[src/rtl/fe_rx_pkg.sv]
package fe_rx_pkg;

  localparam int KEY_W  = 11;
  localparam int TAP_HI = 10;
  localparam int TAP_LO = 8;
  localparam int GROUP_W = 5;
  localparam int NIB_W   = 4;

  localparam logic [2*GROUP_W-1:0] SSD_PAIR = 10'b11000_10001;

  typedef enum logic [1:0] {CG_DATA, CG_END, CG_IDLE, CG_BAD} cg_kind_e;

  typedef struct packed {
    cg_kind_e          kind;
    logic [NIB_W-1:0]  nib;
  } cg_info_t;

  function automatic cg_info_t decode_cg(input logic [GROUP_W-1:0] cg);
    cg_info_t r;
    r.kind = CG_DATA;
    r.nib  = '0;
    case (cg)
      5'b11110: r.nib = 4'h0;
      5'b01001: r.nib = 4'h1;
      5'b10100: r.nib = 4'h2;
      5'b10101: r.nib = 4'h3;
      5'b01010: r.nib = 4'h4;
      5'b01011: r.nib = 4'h5;
      5'b01110: r.nib = 4'h6;
      5'b01111: r.nib = 4'h7;
      5'b10010: r.nib = 4'h8;
      5'b10011: r.nib = 4'h9;
      5'b10110: r.nib = 4'hA;
      5'b10111: r.nib = 4'hB;
      5'b11010: r.nib = 4'hC;
      5'b11011: r.nib = 4'hD;
      5'b11100: r.nib = 4'hE;
      5'b11101: r.nib = 4'hF;
      5'b01101: r.kind = CG_END;
      5'b11111: r.kind = CG_IDLE;
      default:  r.kind = CG_BAD;
    endcase
    return r;
  endfunction

endpackage

[src/rtl/fe_line_decode.sv]
module fe_line_decode (
  input  logic       clk,
  input  logic       rst_n,
  input  logic       sym_valid,
  input  logic [1:0] sym_lvl,
  output logic       nrz_bit,
  output logic       nrz_valid
);
  logic [1:0] lvl_q;
  logic       nrzi_q;
  logic       nrzi_now;

  // a level change is an NRZI one; an NRZI transition is an NRZ one
  assign nrzi_now = (sym_lvl != lvl_q);

  always_ff @(posedge clk) begin
    if (!rst_n) begin
      lvl_q     <= 2'b00;
      nrzi_q    <= 1'b0;
      nrz_bit   <= 1'b0;
      nrz_valid <= 1'b0;
    end else begin
      nrz_valid <= sym_valid;
      if (sym_valid) begin
        lvl_q   <= sym_lvl;
        nrzi_q  <= nrzi_now;
        nrz_bit <= nrzi_now ^ nrzi_q;
      end
    end
  end
endmodule

[src/rtl/fe_descrambler.sv]
module fe_descrambler #(
  parameter int LOCK_ONES = 60,
  parameter int HOLD_BITS = 90250,
  parameter int IDLE_RUN  = 10
) (
  input  logic clk,
  input  logic rst_n,
  input  logic in_bit,
  input  logic in_valid,
  output logic out_bit,
  output logic out_valid,
  output logic lock
);
  import fe_rx_pkg::*;

  localparam int OW = $clog2(LOCK_ONES + 1);
  localparam int TW = $clog2(HOLD_BITS + 1);
  localparam int RW = $clog2(IDLE_RUN + 1);
  localparam logic [OW-1:0] ONES_LAST  = OW'(LOCK_ONES - 1);
  localparam logic [TW-1:0] QUIET_LAST = TW'(HOLD_BITS - 1);
  localparam logic [RW-1:0] RUN_FULL   = RW'(IDLE_RUN);

  logic [KEY_W-1:0] key_q;
  logic             key_bit;
  logic             plain;
  logic [OW-1:0]    ones_q;
  logic [TW-1:0]    quiet_q;
  logic [RW-1:0]    run_q;
  logic [RW-1:0]    run_nx;

  assign key_bit = key_q[TAP_HI] ^ key_q[TAP_LO];
  assign plain   = in_bit ^ key_bit;

  always_comb begin
    if (!plain)               run_nx = '0;
    else if (run_q == RUN_FULL) run_nx = run_q;
    else                      run_nx = run_q + RW'(1);
  end

  always_ff @(posedge clk) begin
    if (!rst_n) begin
      key_q     <= '0;
      ones_q    <= '0;
      quiet_q   <= '0;
      run_q     <= '0;
      lock      <= 1'b0;
      out_bit   <= 1'b0;
      out_valid <= 1'b0;
    end else begin
      out_valid <= in_valid;
      if (in_valid) begin
        out_bit <= plain;
        run_q   <= run_nx;
        // unlocked, idle is assumed, so the inverted line bit is the key
        key_q   <= {key_q[KEY_W-2:0], lock ? key_bit : ~in_bit};
        if (!lock) begin
          quiet_q <= '0;
          if (!plain) begin
            ones_q <= '0;
          end else if (ones_q == ONES_LAST) begin
            lock   <= 1'b1;
            ones_q <= '0;
          end else begin
            ones_q <= ones_q + OW'(1);
          end
        end else begin
          // watch for idle runs while locked
          if (run_nx == RUN_FULL) begin
            quiet_q <= '0;
          end else if (quiet_q == QUIET_LAST) begin
            lock    <= 1'b0;
            quiet_q <= '0;
          end else begin
            quiet_q <= quiet_q + TW'(1);
          end
        end
      end
    end
  end
endmodule

[src/rtl/fe_group_align.sv]
module fe_group_align (
  input  logic       clk,
  input  logic       rst_n,
  input  logic       bit_in,
  input  logic       bit_valid,
  input  logic       lock_in,
  output logic [3:0] rxd,
  output logic       rx_dv,
  output logic       rx_er,
  output logic       nib_stb,
  output logic       locked
);
  import fe_rx_pkg::*;

  localparam int CW = $clog2(GROUP_W);
  localparam logic [CW-1:0] CNT_LAST = CW'(GROUP_W - 1);

  logic [2*GROUP_W-1:0] sh_q;
  logic [2*GROUP_W-1:0] sh_n;
  logic                 in_frame;
  logic [CW-1:0]        cnt_q;
  cg_info_t             info;

  assign sh_n = {sh_q[2*GROUP_W-2:0], bit_in};
  assign info = decode_cg(sh_n[GROUP_W-1:0]);

  always_ff @(posedge clk) begin
    if (!rst_n) begin
      sh_q     <= '0;
      in_frame <= 1'b0;
      cnt_q    <= '0;
      rxd      <= '0;
      rx_dv    <= 1'b0;
      rx_er    <= 1'b0;
      nib_stb  <= 1'b0;
      locked   <= 1'b0;
    end else begin
      nib_stb <= 1'b0;
      locked  <= lock_in;
      if (bit_valid) sh_q <= sh_n;
      if (!lock_in) begin
        // lock lost closes any open frame
        if (in_frame) begin
          nib_stb <= 1'b1;
          rx_dv   <= 1'b0;
          rx_er   <= 1'b1;
          rxd     <= '0;
        end
        in_frame <= 1'b0;
      end else if (bit_valid) begin
        if (!in_frame) begin
          if (sh_n == SSD_PAIR) begin
            in_frame <= 1'b1;
            cnt_q    <= '0;
          end
        end else if (cnt_q == CNT_LAST) begin
          cnt_q   <= '0;
          nib_stb <= 1'b1;
          case (info.kind)
            CG_DATA: begin rx_dv <= 1'b1; rx_er <= 1'b0; rxd <= info.nib; end
            CG_BAD:  begin rx_dv <= 1'b1; rx_er <= 1'b1; rxd <= '0; end
            CG_END:  begin rx_dv <= 1'b0; rx_er <= 1'b0; rxd <= '0; in_frame <= 1'b0; end
            default: begin rx_dv <= 1'b0; rx_er <= 1'b1; rxd <= '0; in_frame <= 1'b0; end
          endcase
        end else begin
          cnt_q <= cnt_q + CW'(1);
        end
      end
    end
  end
endmodule

[src/rtl/fe_rx_decode.sv]
module fe_rx_decode #(
  parameter int LOCK_ONES = 60,
  parameter int HOLD_BITS = 90250,
  parameter int IDLE_RUN  = 10
) (
  input  logic       clk,
  input  logic       rst_n,
  input  logic       sym_valid,
  input  logic [1:0] sym_lvl,
  output logic [3:0] rxd,
  output logic       rx_dv,
  output logic       rx_er,
  output logic       nib_stb,
  output logic       locked
);
  logic nrz_bit, nrz_valid;
  logic plain_bit, plain_valid, key_lock;

  fe_line_decode u_line (
    .clk(clk), .rst_n(rst_n), .sym_valid(sym_valid), .sym_lvl(sym_lvl),
    .nrz_bit(nrz_bit), .nrz_valid(nrz_valid)
  );

  fe_descrambler #(
    .LOCK_ONES(LOCK_ONES), .HOLD_BITS(HOLD_BITS), .IDLE_RUN(IDLE_RUN)
  ) u_dscr (
    .clk(clk), .rst_n(rst_n), .in_bit(nrz_bit), .in_valid(nrz_valid),
    .out_bit(plain_bit), .out_valid(plain_valid), .lock(key_lock)
  );

  fe_group_align u_align (
    .clk(clk), .rst_n(rst_n), .bit_in(plain_bit), .bit_valid(plain_valid),
    .lock_in(key_lock), .rxd(rxd), .rx_dv(rx_dv), .rx_er(rx_er),
    .nib_stb(nib_stb), .locked(locked)
  );
endmodule

[config.mk]
export PLATFORM = sky130hd
export DESIGN_NAME = fe_rx_decode
export DESIGN_NICKNAME = d
export VERILOG_FILES = /design/src/rtl/fe_rx_pkg.sv /design/src/rtl/fe_line_decode.sv /design/src/rtl/fe_descrambler.sv /design/src/rtl/fe_group_align.sv /design/src/rtl/fe_rx_decode.sv
export SDC_FILE = /design/constraint.sdc
export NUM_CORES = 1
export LEC_CHECK = 0
export ABC_AREA = 1
export BUFFER_PORTS_ARGS = -buffer_cell sky130_fd_sc_hd__buf_2
export CAP_MARGIN = 20
export CORE_UTILIZATION = 60
export CTS_CLUSTER_DIAMETER = 50
export DETAILED_ROUTE_END_ITERATION = 10
export PLACE_DENSITY = 0.78
export SLEW_MARGIN = 15
export SYNTH_ARGS = -nofsm -noshare
export SYNTH_HDL_FRONTEND = slang
export SYNTH_HIERARCHICAL = 1
export SYNTH_SLANG_ARGS = --single-unit
[constraint.sdc]
create_clock -name clk -period 2.3 [get_ports clk]
set_input_delay 0.69 -clock clk [delete_from_list [all_inputs] [get_ports clk]]
set_output_delay 0.69 -clock clk [all_outputs]
set_load 0.01 [all_outputs]
==> results_dict.tcl <==
set metrics [dict create \
    status "finished, final reports clean" \
    finalHoldViolCount 0 \
    placed_area_um2 3670 \
    syn-num-nets 536 \
    synth_compound_area_share_pct 12.4 \
    path_class "flip-flop to flip-flop" \
    syn_area_um2 3600 \
    syn_to_final_growth_pct 6.92 \
    holdWs_ps 457 \
    timing.rr.start "u_align/sh_q[2]$_SDFFE_PN0P_" \
    stdcell_area_um2 3850 \
    grt_max_degree 37 \
    vias 3241 \
    max_stage_delay_ps 520 \
    drive_gt1_share_pct 12.0 \
    synth_fa_ha_area_share_pct 2.78 \
    path_cells "nand2_1, nor2_1, nand2_1, o21a_1, nand3_2, nand2_1, inv_1, ha_1, nor3b_2, o21ai_1, a21oi_1" \
    cts_setup_buffers 0 \
    fmax_mhz 527 \
    drc 0 \
    synthXorXnorAreaFrac_pct 2.40 \
    drtAntennaViolNets 0 \
    crit_required_ps 2550 \
    htree_levels 3 \
    start_util_pct 63.8 \
    syn_inst 523 \
    worst_slew_pin_slew_ps 513 \
    final_common_cell "nand2_1" \
    yosys.area_share.simple_pct 35.5 \
    die_w_um 79.4 \
    grt_pass1_vias 2872 \
    critPathMaxFanout 10 \
    synthFlopType "dfxtp_1" \
    seq_area_frac_synth_pct 37.3 \
    pwr_density_cell_nw_per_um2 588 \
    port_buffers 12 \
    crit_arrival_ps 2150 \
    clkLatencyLatePin_ps 330 \
    die_h_um 79.4 \
    synth_top_family_by_area "simple AND/OR/NAND/NOR gates" \
    dp_hpwl_mm 4.88 \
    drt-total-wl_mm 6.92 \
    critPathLaunchType "flip-flop" \
    final_cell_mix "nand2_1, nor2_1, dfxtp_1, inv_1, a21oi_1" \
    muxShareOfSynthArea_pct 0 \
    numCtsBuffers 9 \
    cp-startpoint "u_align/sh_q[2]$_SDFFE_PN0P_" \
    hold_buffers 0 \
    gp_congestion 0.833 \
    place_inst 592 \
    cpMaxStageDelayCell "dfxtp_1" \
    gr-total-overflow 0 \
    rsz0062_at_grt "false" \
    antennaDiodeCount 0 \
    yosysTopAreaCell "dfxtp_1" \
    routed.top_layer "met4" \
    postSynthAreaPerCell_um2 6.88 \
    num_io_pins 13 \
    cts_root_buf "clkbuf_8" \
    vias_per_cell 5.34 \
    cts_buffer_depth 2 \
    antenna_found_initial 0 \
    path_common_cell "nand2_1" \
    ys.warnings.count 6 \
    cts_tree "yes" \
    finalNetCount 544 \
    finClkSkew_ps 5.83 \
    p_leak_nw 1.55 \
    end_kind "flip-flop" \
    row_count 27 \
    final-setup-viol-count 0 \
    path_clk_slew_ps 60 \
    core_um2 5640 \
    cts_resized 0 \
    synth-edff-count 0 \
    layout.cells.non_filler 607 \
    fin_setup_tns_ps 0 \
    wl_met2_mm 3.15 \
    grt.total_usage_pct 24.4 \
    firstDrtPassIters 5 \
    grt_pass1_wl_mm 12.3 \
    yosys-top-cells-area "dfxtp_1, nand2_1, nor2_1" \
    ys_ff_latch 67 \
    cap_violations 0 \
    routed-wl-met3_um 255 \
    period_needed_ps 1900 \
    yosysUniqueCellTypes 42 \
    hold_path_class "flip-flop to flip-flop" \
    async_reset_ff_share_pct 0 \
    drt_iter0_drc 147 \
    wire_per_inst_um 11.4 \
    die_area_um2 6310 \
    max-vdd-ir-drop_mv 0.533 \
    min_from "u_align/rx_dv$_SDFFE_PN0P_" \
    maxSlewHeadroom_pct 65.8 \
    report.final.slew_viol_count 0 \
    route.layer.met1.wl_mm 3.41 \
    synth.top_cell.area_share_pct 37.3 \
    cts.sinks 67 \
    min_period_over_period_pct 82.5 \
]
## routing by layer
| layer | vias to the layer above | global-route usage [%] |
|---|---|---|
| met4 | 0 | 7.27 |
| met1 | 1476 | 30.7 |
| met2 | 60 | 40.5 |
| li1 | 1695 | - |
| met5 | - | 0 |
| met3 | 10 | 6.51 |
## kinds of logic after synthesis
family          Yosys count
buf+inv                  83
fa+ha+maj                 8
xor+xnor                  9
compound gates           81
flops                    67
simple gates            275
## final cells by class
| class | count | area [um2] |
|---|---|---|
| multi-input cells | 373 | 1910 |
| fillers | 459 | 1800 |
| flip-flops and latches | 67 | 1340 |
| inverters | 64 | 240 |
| clock buffers | 12 | 135 |
| repair buffers | 16 | 90.1 |
| well taps | 72 | 90.1 |
| clock inverters | 3 | 40.0 |
## synthesized netlist by cell type, types with 2 or more instances
library cell / number
nand2_1: 122
nor2_1: 68
dfxtp_1: 67
inv_1: 53
a21oi_1: 42
nand3_1: 37
o21ai_0: 24
nand4_1: 13
inv_2: 10
nor2_2: 10
clkbuf_1: 9
ha_1: 8
nand3b_1: 6
xor2_1: 6
nand3_2: 5
nor3_1: 4
buf_2: 3
buf_6: 3
o21ai_1: 3
a22oi_1: 2
buf_4: 2
nand2_2: 2
nand3_4: 2
o211ai_1: 2
o21a_1: 2
xnor2_1: 2
## worst paths after layout
| check | to | slack, ps | cells after the start |
|---|---|---|---|
| worst max register to register | u_align/rxd[3]$_SDFFE_PN0P_ | 400 | 11 |
| worst min-delay path | u_align/rx_dv$_SDFFE_PN0P_ | 460 | 2 |
| worst min register to register | u_align/rx_dv$_SDFFE_PN0P_ | 460 | 2 |
| worst max-delay path | u_align/rxd[3]$_SDFFE_PN0P_ | 400 | 11 |
## per-stage QoR
step | utilization (%) | power [mW] | setup slack (ps)
after floorplan | - | 1.36 | 730
after global placement | 65.1 | 1.39 | 510
after detailed placement | 65.1 | 1.39 | 459
after CTS | 68.2 | 2.29 | 408
after global routing | 68.2 | 2.36 | 169
final | 68.2 | 2.26 | 403
## registers in the layout (all words and copies together) (netlist names)
name	cells
u_dscr/run_q	4
u_align/rx_dv	1
u_align/rxd	4
u_align/locked	1
u_dscr/out_bit	1
u_dscr/out_valid	1
u_dscr/ones_q	6
u_line/nrz_valid	1
u_line/nrzi_q	1
u_align/cnt_q	3
u_dscr/lock	1
u_dscr/key_q	11
u_dscr/quiet_q	17
u_line/lvl_q	2
u_line/nrz_bit	1
u_align/in_frame	1
u_align/rx_er	1
u_align/sh_q	9
u_align/nib_stb	1
## worst max-delay path, delay by kind of cell (launching register included)
family | cells | cell delay [ps]
compound gates | 3 | 360
simple gates | 6 | 760
buf+inv | 1 | 60
flops | 1 | 520
fa+ha+maj | 1 | 120
## where the power goes
group          leakage [nW]  switching (mW)  internal, mW
sequential            0.545          0.0309          1.19
combinational         0.913          0.0963        0.0469
clock                0.0902           0.403         0.493
total                  1.55           0.530          1.73
(Power assumes the default switching activity.)
